<file path="config.mk">
export PLATFORM = sky130hd
export DESIGN_NAME = rcfg_seq
export DESIGN_NICKNAME = d
export VERILOG_FILES = /design/src/rtl/rcfg_pkg.sv /design/src/rtl/rcfg_cnt.sv /design/src/rtl/rcfg_bus_master.sv /design/src/rtl/rcfg_seq.sv
export SDC_FILE = /design/constraint.sdc
export NUM_CORES = 1
export LEC_CHECK = 0
export BUFFER_PORTS_ARGS = -buffer_cell sky130_fd_sc_hd__buf_2
export CAP_MARGIN = 20
export CORE_ASPECT_RATIO = 0.6
export CORE_UTILIZATION = 35
export DETAILED_ROUTE_END_ITERATION = 8
export PLACE_DENSITY_LB_ADDON = 0.25
export SLEW_MARGIN = 20
export SYNTH_ARGS = -nofsm -noshare
export SYNTH_HDL_FRONTEND = slang
export SYNTH_SLANG_ARGS = --single-unit
</file>
<file path="constraint.sdc">
create_clock -name clk -period 3.1 [get_ports clk]
set_clock_uncertainty 0.05 [all_clocks]
set_input_delay 0.31 -clock clk [delete_from_list [all_inputs] [get_ports clk]]
set_output_delay 0.31 -clock clk [all_outputs]
set_load 0.01 [all_outputs]
</file>
<file path="src/rtl/rcfg_pkg.sv">
package rcfg_pkg;
  localparam int unsigned AW = 8;
  localparam int unsigned DW = 32;

  localparam logic [AW-1:0] A_STAT = 8'h1C;
  localparam logic [AW-1:0] A_MODE = 8'h20;
  localparam logic [AW-1:0] A_DATA = 8'h28;
  localparam logic [AW-1:0] A_PROG = 8'h2C;
  localparam logic [AW-1:0] A_LERR = 8'h34;

  localparam int unsigned B_READY = 18;
  localparam int unsigned B_EN    = 20;
  localparam int unsigned B_USER  = 21;
  localparam int unsigned B_FCLK  = 24;
  localparam int unsigned B_LERR  = 5;

  localparam logic [DW-1:0] CLK_FIELD = 32'h0000_FF00;
  localparam logic [DW-1:0] CLK_ONE   = 32'h0000_0100;

  typedef enum logic [2:0] {
    ERR_NONE, ERR_NODEV, ERR_RDY_TO, ERR_PROTO, ERR_USR_TO
  } err_e;

  typedef enum logic [2:0] {
    OP_CHKEN, OP_RMW, OP_DUMMY, OP_POLL, OP_CHKLAT, OP_STREAM, OP_END
  } op_e;

  // For OP_POLL, clr is the compare mask and set the wanted value.
  typedef struct packed {
    op_e           op;
    logic [AW-1:0] addr;
    logic [DW-1:0] clr;
    logic [DW-1:0] set;
    logic          ratio;
    logic          usr;
  } step_t;

  localparam int unsigned SW = 5;
  localparam logic [SW-1:0] MAIN_START = 5'd6;

  function automatic step_t mk(op_e op, logic [AW-1:0] a, logic [DW-1:0] c,
                               logic [DW-1:0] s, logic r, logic u);
    step_t t;
    t.op = op; t.addr = a; t.clr = c; t.set = s; t.ratio = r; t.usr = u;
    return t;
  endfunction

  function automatic step_t step_at(logic [SW-1:0] i);
    case (i)
      5'd0:  return mk(OP_CHKEN,  A_STAT, '0, '0, 1'b0, 1'b0);
      // early teardown, entered only when ready is already up
      5'd1:  return mk(OP_RMW,    A_PROG, 32'h2, '0, 1'b0, 1'b0);
      5'd2:  return mk(OP_RMW,    A_PROG, 32'h1, '0, 1'b0, 1'b0);
      5'd3:  return mk(OP_RMW,    A_MODE, CLK_FIELD, CLK_ONE, 1'b0, 1'b0);
      5'd4:  return mk(OP_DUMMY,  A_DATA, '0, '0, 1'b0, 1'b0);
      5'd5:  return mk(OP_POLL,   A_STAT, 32'(1) << B_READY, '0, 1'b0, 1'b0);
      // mode entry: clock select strictly before mode enable
      5'd6:  return mk(OP_RMW,    A_MODE, '0, 32'h2, 1'b0, 1'b0);
      5'd7:  return mk(OP_RMW,    A_MODE, '0, 32'h1, 1'b0, 1'b0);
      5'd8:  return mk(OP_RMW,    A_MODE, CLK_FIELD, CLK_ONE, 1'b0, 1'b0);
      5'd9:  return mk(OP_DUMMY,  A_DATA, '0, '0, 1'b0, 1'b0);
      5'd10: return mk(OP_RMW,    A_PROG, '0, 32'h1, 1'b0, 1'b0);
      5'd11: return mk(OP_POLL,   A_STAT, 32'(1) << B_READY, 32'(1) << B_READY, 1'b0, 1'b0);
      5'd12: return mk(OP_RMW,    A_MODE, CLK_FIELD, CLK_ONE, 1'b0, 1'b0);
      5'd13: return mk(OP_DUMMY,  A_DATA, '0, '0, 1'b0, 1'b0);
      5'd14: return mk(OP_RMW,    A_PROG, '0, 32'h2, 1'b0, 1'b0);
      5'd15: return mk(OP_RMW,    A_MODE, CLK_FIELD, '0, 1'b1, 1'b0);
      5'd16: return mk(OP_STREAM, A_DATA, '0, '0, 1'b0, 1'b0);
      // closing teardown
      5'd17: return mk(OP_RMW,    A_PROG, 32'h2, '0, 1'b0, 1'b0);
      5'd18: return mk(OP_RMW,    A_PROG, 32'h1, '0, 1'b0, 1'b0);
      5'd19: return mk(OP_RMW,    A_MODE, CLK_FIELD, CLK_ONE, 1'b0, 1'b0);
      5'd20: return mk(OP_DUMMY,  A_DATA, '0, '0, 1'b0, 1'b0);
      5'd21: return mk(OP_POLL,   A_STAT, 32'(1) << B_READY, '0, 1'b0, 1'b0);
      5'd22: return mk(OP_CHKLAT, A_LERR, '0, '0, 1'b0, 1'b0);
      5'd23: return mk(OP_RMW,    A_MODE, 32'h3, '0, 1'b0, 1'b0);
      5'd24: return mk(OP_POLL,   A_STAT, (32'(1) << B_FCLK) | (32'(1) << B_USER),
                       (32'(1) << B_FCLK) | (32'(1) << B_USER), 1'b0, 1'b1);
      default: return mk(OP_END,  A_STAT, '0, '0, 1'b0, 1'b0);
    endcase
  endfunction
endpackage

</file>
<file path="src/rtl/rcfg_cnt.sv">
module rcfg_cnt #(
  parameter int unsigned W = 4
) (
  input  logic         clk,
  input  logic         rst_n,
  input  logic         load,
  input  logic [W-1:0] load_val,
  input  logic         dec,
  output logic [W-1:0] q
);
  always_ff @(posedge clk or negedge rst_n) begin
    if (!rst_n)                q <= '0;
    else if (load)             q <= load_val;
    else if (dec && q != '0)   q <= q - W'(1);
  end
endmodule

</file>
<file path="src/rtl/rcfg_bus_master.sv">
module rcfg_bus_master
  import rcfg_pkg::*;
(
  input  logic          clk,
  input  logic          rst_n,
  input  logic          go,
  input  logic          wr,
  input  logic [AW-1:0] addr,
  input  logic [DW-1:0] wdata,
  output logic          fin,
  output logic [DW-1:0] rdata,
  output logic          req_valid_o,
  input  logic          req_ready_i,
  output logic          req_write_o,
  output logic [AW-1:0] req_addr_o,
  output logic [DW-1:0] req_wdata_o,
  input  logic          rsp_valid_i,
  input  logic [DW-1:0] rsp_rdata_i
);
  logic waiting;

  assign fin   = waiting && rsp_valid_i;
  assign rdata = rsp_rdata_i;

  always_ff @(posedge clk or negedge rst_n) begin
    if (!rst_n) begin
      req_valid_o <= 1'b0;
      req_write_o <= 1'b0;
      req_addr_o  <= '0;
      req_wdata_o <= '0;
      waiting     <= 1'b0;
    end else begin
      if (req_valid_o && req_ready_i) begin
        req_valid_o <= 1'b0;
        waiting     <= 1'b1;
      end
      if (fin) waiting <= 1'b0;
      if (go) begin
        req_valid_o <= 1'b1;
        req_write_o <= wr;
        req_addr_o  <= addr;
        req_wdata_o <= wdata;
      end
    end
  end
endmodule

</file>
<file path="src/rtl/rcfg_seq.sv">
module rcfg_seq
  import rcfg_pkg::*;
#(
  parameter int unsigned POLL_GAP     = 16,
  parameter int unsigned READY_TRIES  = 8,
  parameter int unsigned USER_TRIES   = 64,
  parameter int unsigned DUMMY_WRITES = 244
) (
  input  logic          clk,
  input  logic          rst_n,
  input  logic          start_i,
  input  logic          img_compressed_i,
  input  logic          img_encrypted_i,
  output logic          busy_o,
  output logic          done_o,
  output logic [2:0]    err_o,
  output logic          req_valid_o,
  input  logic          req_ready_i,
  output logic          req_write_o,
  output logic [AW-1:0] req_addr_o,
  output logic [DW-1:0] req_wdata_o,
  input  logic          rsp_valid_i,
  input  logic [DW-1:0] rsp_rdata_i,
  output logic          strm_start_o,
  input  logic          strm_done_i
);
  localparam int unsigned TRY_MAX = (READY_TRIES > USER_TRIES) ? READY_TRIES : USER_TRIES;
  localparam int unsigned TRY_W   = $clog2(TRY_MAX + 1);
  localparam int unsigned GAP_W   = $clog2(POLL_GAP + 1);
  localparam int unsigned DMY_W   = $clog2(DUMMY_WRITES + 1);

  typedef enum logic [2:0] {
    ST_IDLE, ST_ISSUE, ST_RD, ST_WR, ST_DUMMY, ST_GAP, ST_STREAM
  } st_e;

  st_e           st, st_n;
  logic [SW-1:0] step, step_n;
  logic [7:0]    ratio_q;
  err_e          err_q, fin_err;
  logic          polling_q, poll_n, fin, sstart;
  step_t         cur;

  logic          go, wr, bm_fin;
  logic [AW-1:0] addr;
  logic [DW-1:0] wdata, bm_rdata, rmw_val;
  logic          match;

  logic             try_ld, try_dec, gap_ld, gap_dec, dmy_ld, dmy_dec;
  logic [TRY_W-1:0] try_val, try_q;
  logic [GAP_W-1:0] gap_q;
  logic [DMY_W-1:0] dmy_q;

  assign cur     = step_at(step);
  assign rmw_val = (bm_rdata & ~cur.clr) | (cur.ratio ? {16'h0, ratio_q, 8'h0} : cur.set);
  assign match   = (bm_rdata & cur.clr) == cur.set;

  always_comb begin
    st_n = st; step_n = step; poll_n = polling_q;
    go = 1'b0; wr = 1'b0; addr = cur.addr; wdata = '0;
    fin = 1'b0; fin_err = ERR_NONE; sstart = 1'b0;
    try_ld = 1'b0; try_val = '0; try_dec = 1'b0;
    gap_ld = 1'b0; gap_dec = 1'b0; dmy_ld = 1'b0; dmy_dec = 1'b0;
    case (st)
      ST_IDLE: if (start_i) begin st_n = ST_ISSUE; step_n = '0; poll_n = 1'b0; end
      ST_ISSUE: begin
        case (cur.op)
          OP_END:    fin = 1'b1;
          OP_STREAM: begin sstart = 1'b1; st_n = ST_STREAM; end
          OP_DUMMY:  begin dmy_ld = 1'b1; go = 1'b1; wr = 1'b1; addr = A_DATA; st_n = ST_DUMMY; end
          default: begin
            go = 1'b1; st_n = ST_RD;
            if (cur.op == OP_POLL && !polling_q) begin
              try_ld  = 1'b1;
              try_val = cur.usr ? TRY_W'(USER_TRIES - 1) : TRY_W'(READY_TRIES - 1);
              poll_n  = 1'b1;
            end
          end
        endcase
      end
      ST_RD: if (bm_fin) begin
        case (cur.op)
          OP_CHKEN: begin
            if (!bm_rdata[B_EN]) begin fin = 1'b1; fin_err = ERR_NODEV; end
            else begin step_n = bm_rdata[B_READY] ? 5'd1 : MAIN_START; st_n = ST_ISSUE; end
          end
          OP_RMW: begin go = 1'b1; wr = 1'b1; wdata = rmw_val; st_n = ST_WR; end
          OP_POLL: begin
            if (match) begin step_n = step + 1'b1; poll_n = 1'b0; st_n = ST_ISSUE; end
            else if (try_q == '0) begin fin = 1'b1; fin_err = cur.usr ? ERR_USR_TO : ERR_RDY_TO; end
            else begin try_dec = 1'b1; gap_ld = 1'b1; st_n = ST_GAP; end
          end
          OP_CHKLAT: begin
            if (bm_rdata[B_LERR]) begin fin = 1'b1; fin_err = ERR_PROTO; end
            else begin step_n = step + 1'b1; st_n = ST_ISSUE; end
          end
          default: st_n = ST_ISSUE;
        endcase
      end
      ST_WR: if (bm_fin) begin step_n = step + 1'b1; st_n = ST_ISSUE; end
      ST_DUMMY: if (bm_fin) begin
        if (dmy_q == DMY_W'(1)) begin step_n = step + 1'b1; st_n = ST_ISSUE; end
        else begin dmy_dec = 1'b1; go = 1'b1; wr = 1'b1; addr = A_DATA; end
      end
      ST_GAP: if (gap_q == '0) st_n = ST_ISSUE; else gap_dec = 1'b1;
      ST_STREAM: if (strm_done_i) begin step_n = step + 1'b1; st_n = ST_ISSUE; end
      default: st_n = ST_IDLE;
    endcase
    if (fin) st_n = ST_IDLE;
  end

  always_ff @(posedge clk or negedge rst_n) begin
    if (!rst_n) begin
      st <= ST_IDLE; step <= '0; ratio_q <= 8'd1; err_q <= ERR_NONE;
      polling_q <= 1'b0; busy_o <= 1'b0; done_o <= 1'b0; strm_start_o <= 1'b0;
    end else begin
      st <= st_n; step <= step_n; polling_q <= poll_n;
      done_o <= fin; strm_start_o <= sstart;
      if (st == ST_IDLE && start_i) begin
        busy_o  <= 1'b1;
        err_q   <= ERR_NONE;
        ratio_q <= img_compressed_i ? 8'd8 : (img_encrypted_i ? 8'd4 : 8'd1);
      end
      if (fin) begin busy_o <= 1'b0; err_q <= fin_err; end
    end
  end

  assign err_o = err_q;

  rcfg_bus_master u_bm (
    .clk, .rst_n, .go, .wr, .addr, .wdata, .fin(bm_fin), .rdata(bm_rdata),
    .req_valid_o, .req_ready_i, .req_write_o, .req_addr_o, .req_wdata_o,
    .rsp_valid_i, .rsp_rdata_i
  );

  rcfg_cnt #(.W(TRY_W)) u_try (.clk, .rst_n, .load(try_ld), .load_val(try_val), .dec(try_dec), .q(try_q));
  rcfg_cnt #(.W(GAP_W)) u_gap (.clk, .rst_n, .load(gap_ld), .load_val(GAP_W'(POLL_GAP)), .dec(gap_dec), .q(gap_q));
  rcfg_cnt #(.W(DMY_W)) u_dmy (.clk, .rst_n, .load(dmy_ld), .load_val(DMY_W'(DUMMY_WRITES)), .dec(dmy_dec), .q(dmy_q));
endmodule

</file>
# Word-level counts from Yosys, hierarchy flattened
# Memories as Yosys holds them, arrays and structs flattened.
# Index checks and enable logic that the tools add are counted.
# classes
eq_ne,39
addsub,4
n_mux,100
bitwise_logic,4
reduce_logical,28
# ops
operator,n
2-to-1 mux 32 bit,4
bitwise AND 32 bit,2
2-to-1 mux 3 bit,21
2-to-1 mux 5 bit,11
2-to-1 mux 8 bit,5
2-to-1 mux 1 bit,39
"inequality test 3 bit, second input constant",11
equality test 32 bit,1
inverter 32 bit,1
OR 32 bit,1
case mux 5 bit (5 select lines),1
2-to-1 mux 6 bit,4
AND reduction 11 bit,2
case mux 3 bit (7 select lines),1
"inequality test 2 bit, second input constant",10
"equality test 3 bit, second input constant",6
case mux 3 bit (3 select lines),2
case mux 8 bit (2 select lines),1
case mux 5 bit (3 select lines),1
2-to-1 mux 7 bit,2
"equality test 3 x 2 -> 1 bit, second input constant",4
case mux 1 bit (3 select lines),4
case mux 3 bit (4 select lines),1
nonzero test 2 bit,6
other kinds (24),34
# word_totals
romBits,896
wordCells,192
in_bits,40
output_inout_bits,48
regBits,86
mem_count,1
# memory_table
memory,words,word_bits,rd,rd_ports_with_merged_regs,wr,line_no,rtl
(name not given),32,28,1,0,0,rcfg_pkg.sv:49,case (i)

# Longest topological paths before layout
# Gate-level depths: netlist of run 1.
# An unclocked memory read counts as a cell.
# depth
ltp_word,10
ltp_mapped,11
mapped_depth_nobuf,9

# By module
# From an unflattened synthesis of run 1, not the netlist that was laid out.
# hier_totals
hier_cells,561
hier_area_um2,5546.6
# by_module_without_submodules
mod,instances,area_each_um2,seq_area_each_um2,cells_per_inst
rcfg_seq,1,2197.1,451.7,291
rcfg_bus_master,1,2047.0,1076.0,126
rcfg_cnt (u_dmy),1,540.5,200.2,60
rcfg_cnt (u_try),1,461.7,175.2,52
rcfg_cnt (u_gap),1,300.3,125.1,32

# Least setup slack after synthesis of run 1
# OpenSTA, ideal clock, no wires.
# synth_path
path_kind,register -> register
startpoint,reg step[0]
endpoint,reg u_try.q[5]
setup_slack_ps,403
path_buffers,2
setup_time_ps,69
required_time_ps,2981
stages_incl_launch_ff,12
arrival_time_ps,2577
synth_period_minus_slack_ps,2697
cell_sequence,dfrtp_1 -> ha_1 -> ha_1 -> clkbuf_1 -> nand2b_1 -> a311o_1 -> o2111a_1 -> nand3_1 -> nand2_2 -> buf_6 -> or4_1 -> nand3_1
# synth_via
elab_chain_len,9
elab_cells_between_ends,23
cone_classes,eq/ne: 5; mux: 12; bitwise: 1; reduce/logical: 4; memory: 1
# synth_lines
item,line_no,rtl
start: declaration,rcfg_seq.sv:37,"logic [SW-1:0] step, step_n;"
start signal: assignment,rcfg_seq.sv:116,st <= st_n; step <= step_n; polling_q <= poll_n;
memory (32 x 28 bit) (*),n/a,
bitwise AND 32 bit,rcfg_seq.sv:55,assign match = (bm_rdata & cur.clr) == cur.set;
equality test 32 bit,rcfg_seq.sv:55,
2-to-1 mux 1 bit,rcfg_seq.sv:88,if (match) begin step_n = step + 1'b1; poll_n = 1'b0; st_n = ST_ISSUE; end
2-to-1 mux 1 bit,rcfg_seq.sv:81,case (cur.op)
2-to-1 mux 1 bit,rcfg_seq.sv:80,ST_RD: if (bm_fin) begin
2-to-1 mux 1 bit,rcfg_seq.sv:63,case (st)
logical AND 1 bit,rcfg_cnt.sv:14,else if (dec && q != '0) q <= q - W'(1);
nonzero test 2 bit (no source line),n/a,
end signal: assignment,rcfg_cnt.sv:13,else if (load) q <= load_val;
end signal: assignment,rcfg_cnt.sv:14,
end: declaration,rcfg_cnt.sv:9,output logic [W-1:0] q
# Every way passes the cells marked *; elsewhere a longest branch is shown, timed or not.
# A chain may end at the register's enable or synchronous reset.

# Final worst setup path of run 1
# layout_path
startpoint,reg step[1]
endpoint,reg u_bm.req_wdata_o[15]
# layout_via
elab_chain_len,7
elab_cells_between_ends,16
cone_classes,eq/ne: 3; mux: 8; bitwise: 3; reduce/logical: 1; memory: 1
# layout_lines
item,line_no,rtl
memory (32 x 28 bit) (*),n/a,
inverter 32 bit,rcfg_seq.sv:54,"assign rmw_val = (bm_rdata & ~cur.clr) | (cur.ratio ? {16'h0, ratio_q, 8'h0} : cur.set);"
bitwise AND 32 bit,rcfg_seq.sv:54,
OR 32 bit,rcfg_seq.sv:54,
2-to-1 mux 32 bit,rcfg_seq.sv:81,
2-to-1 mux 32 bit,rcfg_seq.sv:80,
2-to-1 mux 32 bit,rcfg_seq.sv:63,
end signal: assignment,rcfg_bus_master.sv:42,req_wdata_o <= wdata;
end: declaration,rcfg_bus_master.sv:16,"output logic [DW-1:0] req_wdata_o,"
# Marks and branches as above.

==> results of run 1 <==
-- registers in the layout (all words and copies together) (netlist names) --
register,count
u_bm.req_write_o,1
done_o,1
strm_start_o,1
u_bm.waiting,1
busy_o,1
err_o,3
step,5
st,3
polling_q,1
ratio_q,3
u_try.q,7
u_bm.req_wdata_o,32
u_dmy.q,8
u_bm.req_valid_o,1
u_gap.q,5
u_bm.req_addr_o,4
-- cell usage after synthesis (10+ instances only) --
| master | n |
|---|---|
| dfrtp_1 | 76 |
| nand2_1 | 46 |
| nor2_1 | 26 |
| a22o_1 | 25 |
| a21oi_1 | 22 |
| inv_1 | 17 |
| nand3_1 | 16 |
| o21ai_0 | 16 |
| ha_1 | 14 |
| clkbuf_1 | 11 |
| nor3_1 | 11 |
| o211ai_1 | 11 |
| mux2_2 | 10 |
-- worst max-delay path by stage --
stage | endpoint | slack [ns] | cells past startpoint
after floorplan | u_try.q[5] | 0.40 | 11
after global placement | step[2] | 0.18 | 8
after detailed placement | step[2] | 0.07 | 8
after CTS | step[2] | 0.04 | 8
after global routing | st[0] | 0.02 | 10
final | u_bm.req_wdata_o[15] | 0.19 | 9
-- kinds of logic (layout without fill, tap and decap cells) --
logic type	after synthesis	after routing	synth area share
AOI/OAI and AO/OA	130	130	0.221
xor gates and xnor gates	13	13	0.0253
adders and majority gates	14	14	0.0389
buffers and inverters	49	139	0.0581
DFF	77	77	0.428
muxes	13	13	0.0328
other	1	4	0.000833
and+or+nand+nor	156	156	0.195
-- worst max-delay path, cell delays in order (launching register included) --
cell	delay [ns]
dfrtp_2	0.44
inv_1	0.14
ha_1	0.30
nor4bb_4	0.37
a211o_1	0.26
o21ai_0	0.19
a31oi_1	0.48
nor2_4	0.12
buf_12	0.19
a22o_1	0.24
-- final cells by class --
type | count | area [µm²] | area share
Inverter | 18 | 67.6 | 0.0124
Sequential cell | 77 | 1930 | 0.353
Timing Repair Buffer | 105 | 599 | 0.110
Multi-Input combinational cell | 330 | 2360 | 0.432
Tap cell | 165 | 206 | 0.0378
Clock inverter | 7 | 73.8 | 0.0135
Clock buffer | 9 | 225 | 0.0412
-- power breakdown --
group          internal (mW)  total (mW)  leakage [nW]  switching, mW
clock network          0.626        1.06         0.146          0.437
registers               1.35        1.69         0.948          0.334
logic                   1.04        2.40          1.41           1.36
total                   3.02        5.15          2.50           2.13
-- layer usage --
layer  routed length [µm]  global-route usage
met5                    0                   0
met4                  122              0.0464
met3                 1020              0.0584
met2                 4860               0.252
met1                 6520               0.320
==> metrics.csv, run 1 <==
metric,value,unit
status,"complete, but fails checks",
failing checks,negative hold slack,
leading area contributor after synthesis,dfrtp_1,
post-CTS setup repair buffer count,0,
pin count of the biggest net entering global routing,78,
Via density,5.56,
total CTS buffers,9,
remaining routing DRC violations,0,
TritonRoute pass-1 iters,5,
WP data arrival,3.09,ns
worst min path class,in2async,
"Top FF cell, synth",dfrtp_1,
fin. max-slew vios,0,
total grt overflow,0,
Unique masters post-synth,72,
final hold slack,-0.0782,ns
first-pass GRT wire length,20.4,mm
vias in the first global route,3673,
worst r2r path cells,9,
CP max FO,33,
"Core Util, Final",0.444,
WP data required,3.28,ns
"EDFF count, synth",0,
P_leak,2.50,nW
max cap viols,0,
design area,5460,µm²
Setup crit end kind,flip-flop,
die height,89.9,µm
Setup crit start,step[1],
DRT antenna net count,0,
placed cell areas,5130,µm²
Post-Syn Area,4500,µm²
Placed Cells,695,
r2r setup slk,0.19,ns
WL per Instance,17.6,µm
vias,3952,
unrepaired setup endpoints after global routing,false,
Sink Count,77,
DR iter-0 viols,375,
Clock Pin Slew Worst Setup and Hold Paths,0.06,ns
setup TNS,0,ns
Final Hold Fails,64,
P per Cell Area,943,nW/µm²
clock latency on the worst-skew pair,0.34,ns
Ant. Diodes,0,
Period minus WS final,2.91,ns
initial antenna violation count,0,
H-Tree Depth,3,
"wirelength, routed",12.5,mm
Final GP Congestion,0.901,
Fmax,0.344,GHz
I/O pins,88,
Area contributors post-synth,"dfrtp_1 42%, a22o_1 4.9%, ha_1 3.9%",
worst flop-to-flop path startpoint,step[1],
Final setup viols,0,
# rows,31,
Root Buffer,clkbuf_16,
fin cells,711,
Slew HR,0.513,
kind of start point of the critical path,flip-flop,
#FFs+latches synth,77,
post-cts sizing count,0,
Post-Syn Instances,453,
core outline area,12300,µm²
Tot Pwr,5.15,mW
area grow syn2layout,21.4,%
asr flop ratio synth,1.00,
number of synthesis warnings,0,
Initial Utilization,0.366,
actual slew at the worst max-slew pin,0.725,ns
final worst path period share,0.939,
GRT Total Usage,0.200,
Setup Slack @ Placement,0.0700,ns
most frequent cells in the layout,"82 x buf_2, 74 x dfrtp_1, 46 x nand2_1, 25 x a22o_1, 25 x nor2_1",
syn avg cell area,9.94,µm²
Fill cells,1200,
worst setup margin,0.189,ns
die area,13300,µm²
maximum vdd drop,348,µV
sequential fraction of the synthesis area,0.428,
Clock Path Buffers,2,
Post-DP HPWL,9.30,mm
Critical R2R Capture,u_bm.req_wdata_o[15],
IO Port Bufs,83,
critical path type,reg2reg,
"commonest non-fill, non-tap cell in the layout",buf_2,
Final #Nets,595,
Die Wd,148,µm
post-synth top area share,0.422,
CTS tree,built,
"Hold-fix buffers, CTS",0,
share of layout cells above drive strength 1,0.289,
Power figures use the tool's default switching activity.
==> run 2, diff against run 1 <==
- clock period: 3.1 -> 2.42 ns (I/O delays scaled with it)
==> run 2 against run 1 <==
Against the previous run:
- the run ends with negative hold slack, negative setup slack left
- core utilization is 8.4 points higher
- critical endpoint is now step[2]
- setup slack worse by 0.47 ns
- die area stayed put
- critical path depth stayed put
- largest power group unchanged
==> metrics.csv, run 2 (same netlist as run 1, synthesis figures left out) <==
metric,value,unit
status,"complete, but fails checks",
failing checks,"negative hold slack, negative setup slack",
Setup Slack @ Placement,-0.274,ns
r2r setup slk,-0.28,ns
WP data arrival,2.87,ns
fin cells,809,
IO Port Bufs,83,
Initial Utilization,0.366,
Top reg by flops,u_bm.req_wdata_o,
Final Hold Fails,25,
"Hold-fix buffers, CTS",0,
Worst Path Buf+Inv,2,
kind of start point of the critical path,flip-flop,
final worst path period share,1.12,
Root Buffer,clkbuf_16,
most frequent cells in the layout,"106 x buf_4, 82 x buf_2, 73 x dfrtp_1, 46 x nand2_1, 25 x a22o_1",
unrepaired setup endpoints after global routing,true,
placed cell areas,5820,µm²
biggest regs,"u_bm.req_wdata_o: 32 flops, u_dmy.q: 8 flops, u_try.q: 7 flops",
Clock Pin Slew Worst Setup and Hold Paths,0.07,ns
Die Wd,148,µm
# rows,31,
maximum vdd drop,521,µV
Period minus WS final,2.70,ns
max cap viols,0,
clock latency on the worst-skew pair,0.34,ns
Largest register FFs,32,
Final setup viols,56,
Worst path slowest cell,a311o_2,
Sink Count,77,
initial antenna violation count,0,
core outline area,12300,µm²
Setup crit end kind,flip-flop,
I/O pins,88,
P_leak,3.04,nW
GRT Total Usage,0.208,
first-pass GRT wire length,21.4,mm
crit-path cells,inv_4 -> ha_4 -> mux2_2 -> a32oi_1 -> o2111a_2 -> buf_6 -> nand4_1 -> a311o_2 -> mux2_4,
area grow syn2layout,44.2,%
remaining routing DRC violations,0,
die area,13300,µm²
actual slew at the worst max-slew pin,0.896,ns
die height,89.9,µm
"commonest non-fill, non-tap cell in the layout",buf_4,
share of layout cells above drive strength 1,0.450,
final hold slack,-0.0500,ns
TritonRoute pass-1 iters,5,
fin. max-slew vios,0,
Post-DP HPWL,10.3,mm
DR iter-0 viols,265,
total CTS buffers,9,
pin count of the biggest net entering global routing,70,
worst flop-to-flop path startpoint,step[0],
Slew HR,0.403,
H-Tree Depth,3,
WL per Instance,16.9,µm
CTS tree,built,
Placed Cells,777,
critical path type,reg2reg,
max incr delay on CP,0.49,ns
Clock Path Buffers,2,
worst min path class,in2async,
Setup crit start,step[0],
WP data required,2.59,ns
vias,4284,
vias in the first global route,3997,
design area,6490,µm²
Top Family by Delay on Critical Path,compound AO/OA/AOI/OAI gates,
Final #Nets,693,
"wirelength, routed",13.7,mm
total grt overflow,0,
P per Cell Area,1220,nW/µm²
Ant. Diodes,0,
Final GP Congestion,0.893,
DRT antenna net count,0,
worst setup margin,-0.281,ns
CP max FO,8,
Fmax,0.370,GHz
Via density,5.30,
-- run 2: changes by cell type in the layout (fill, tap and decap cells not counted), moves of 4 or more --
cell	previous run	this run
ha_4	0	4
buf_4	21	106
ha_1	14	6
o21ai_0	16	12
ha_2	0	4
buf_6	1	11
-- run 2: path summary, 6_finish.rpt --
kind                                   endpoint  cells past startpoint
hold reg to reg                      ratio_q[0]                      2
setup reg to reg                        step[2]                      9
hold / removal             u_bm.req_wdata_o[13]                      1
min in group clk                     ratio_q[0]                      2
setup / recovery                        step[2]                      9
max in group asynchronous  u_bm.req_wdata_o[29]                      2
-- run 2: power by group --
part           internal (mW)  total [mW]  switching, mW
Clock                  0.815        1.40          0.583
Sequential              1.74        2.08          0.343
Combinational           2.25        4.47           2.21
Total                   4.81        7.94           3.14
-- run 2: layout make-up --
cell class / instances / area (µm²)
fill: 1099 / 5800
multi-input combinational: 330 / 2560
sequential: 77 / 1930
timing repair buffer: 203 / 1420
clock buffer: 9 / 225
tap: 165 / 206
clock inverter: 7 / 82.6
inverter: 18 / 72.6
-- run 2: stage by stage --
| step | util | setup TNS (ns) | total power, mW |
|---|---|---|---|
| 3_5_place_dp | 0.473 | -5.27 | 6.04 |
| 5_1_grt | 0.528 | -14.18 | 8.43 |
| 2_1_floorplan | - | -0.352 | 4.24 |
| 6_report | 0.528 | -7.47 | 7.94 |
| 4_1_cts | 0.511 | -4.55 | 7.64 |
| 3_3_place_gp | 0.473 | -2.94 | 5.96 |
-- run 2: repair_timing --
action,4_1_cts,5_1_grt
setup buffers,9,6
pin swaps,12,8
cloned,0,1
endpoints found under the setup margin,56,59
hold endpoints to repair,0,0
resized for setup,28,31
-- run 2: layer usage --
metal  vias to the layer above  GRT usage  wire, µm
met5                         -          0         0
met4                         0     0.0455       120
met1                      2053      0.328      6990
met2                       180      0.267      5260
met3                        12     0.0650      1310
li1                       2039          -         -
-- run 2: worst reg2reg max path, stage by stage, from the launching register on --
cell and delay, ns:
dfrtp_2 0.47, inv_4 0.08, ha_4 0.19, mux2_2 0.27, a32oi_1 0.21, o2111a_2 0.26
buf_6 0.11, nand4_1 0.14, a311o_2 0.49, mux2_4 0.32
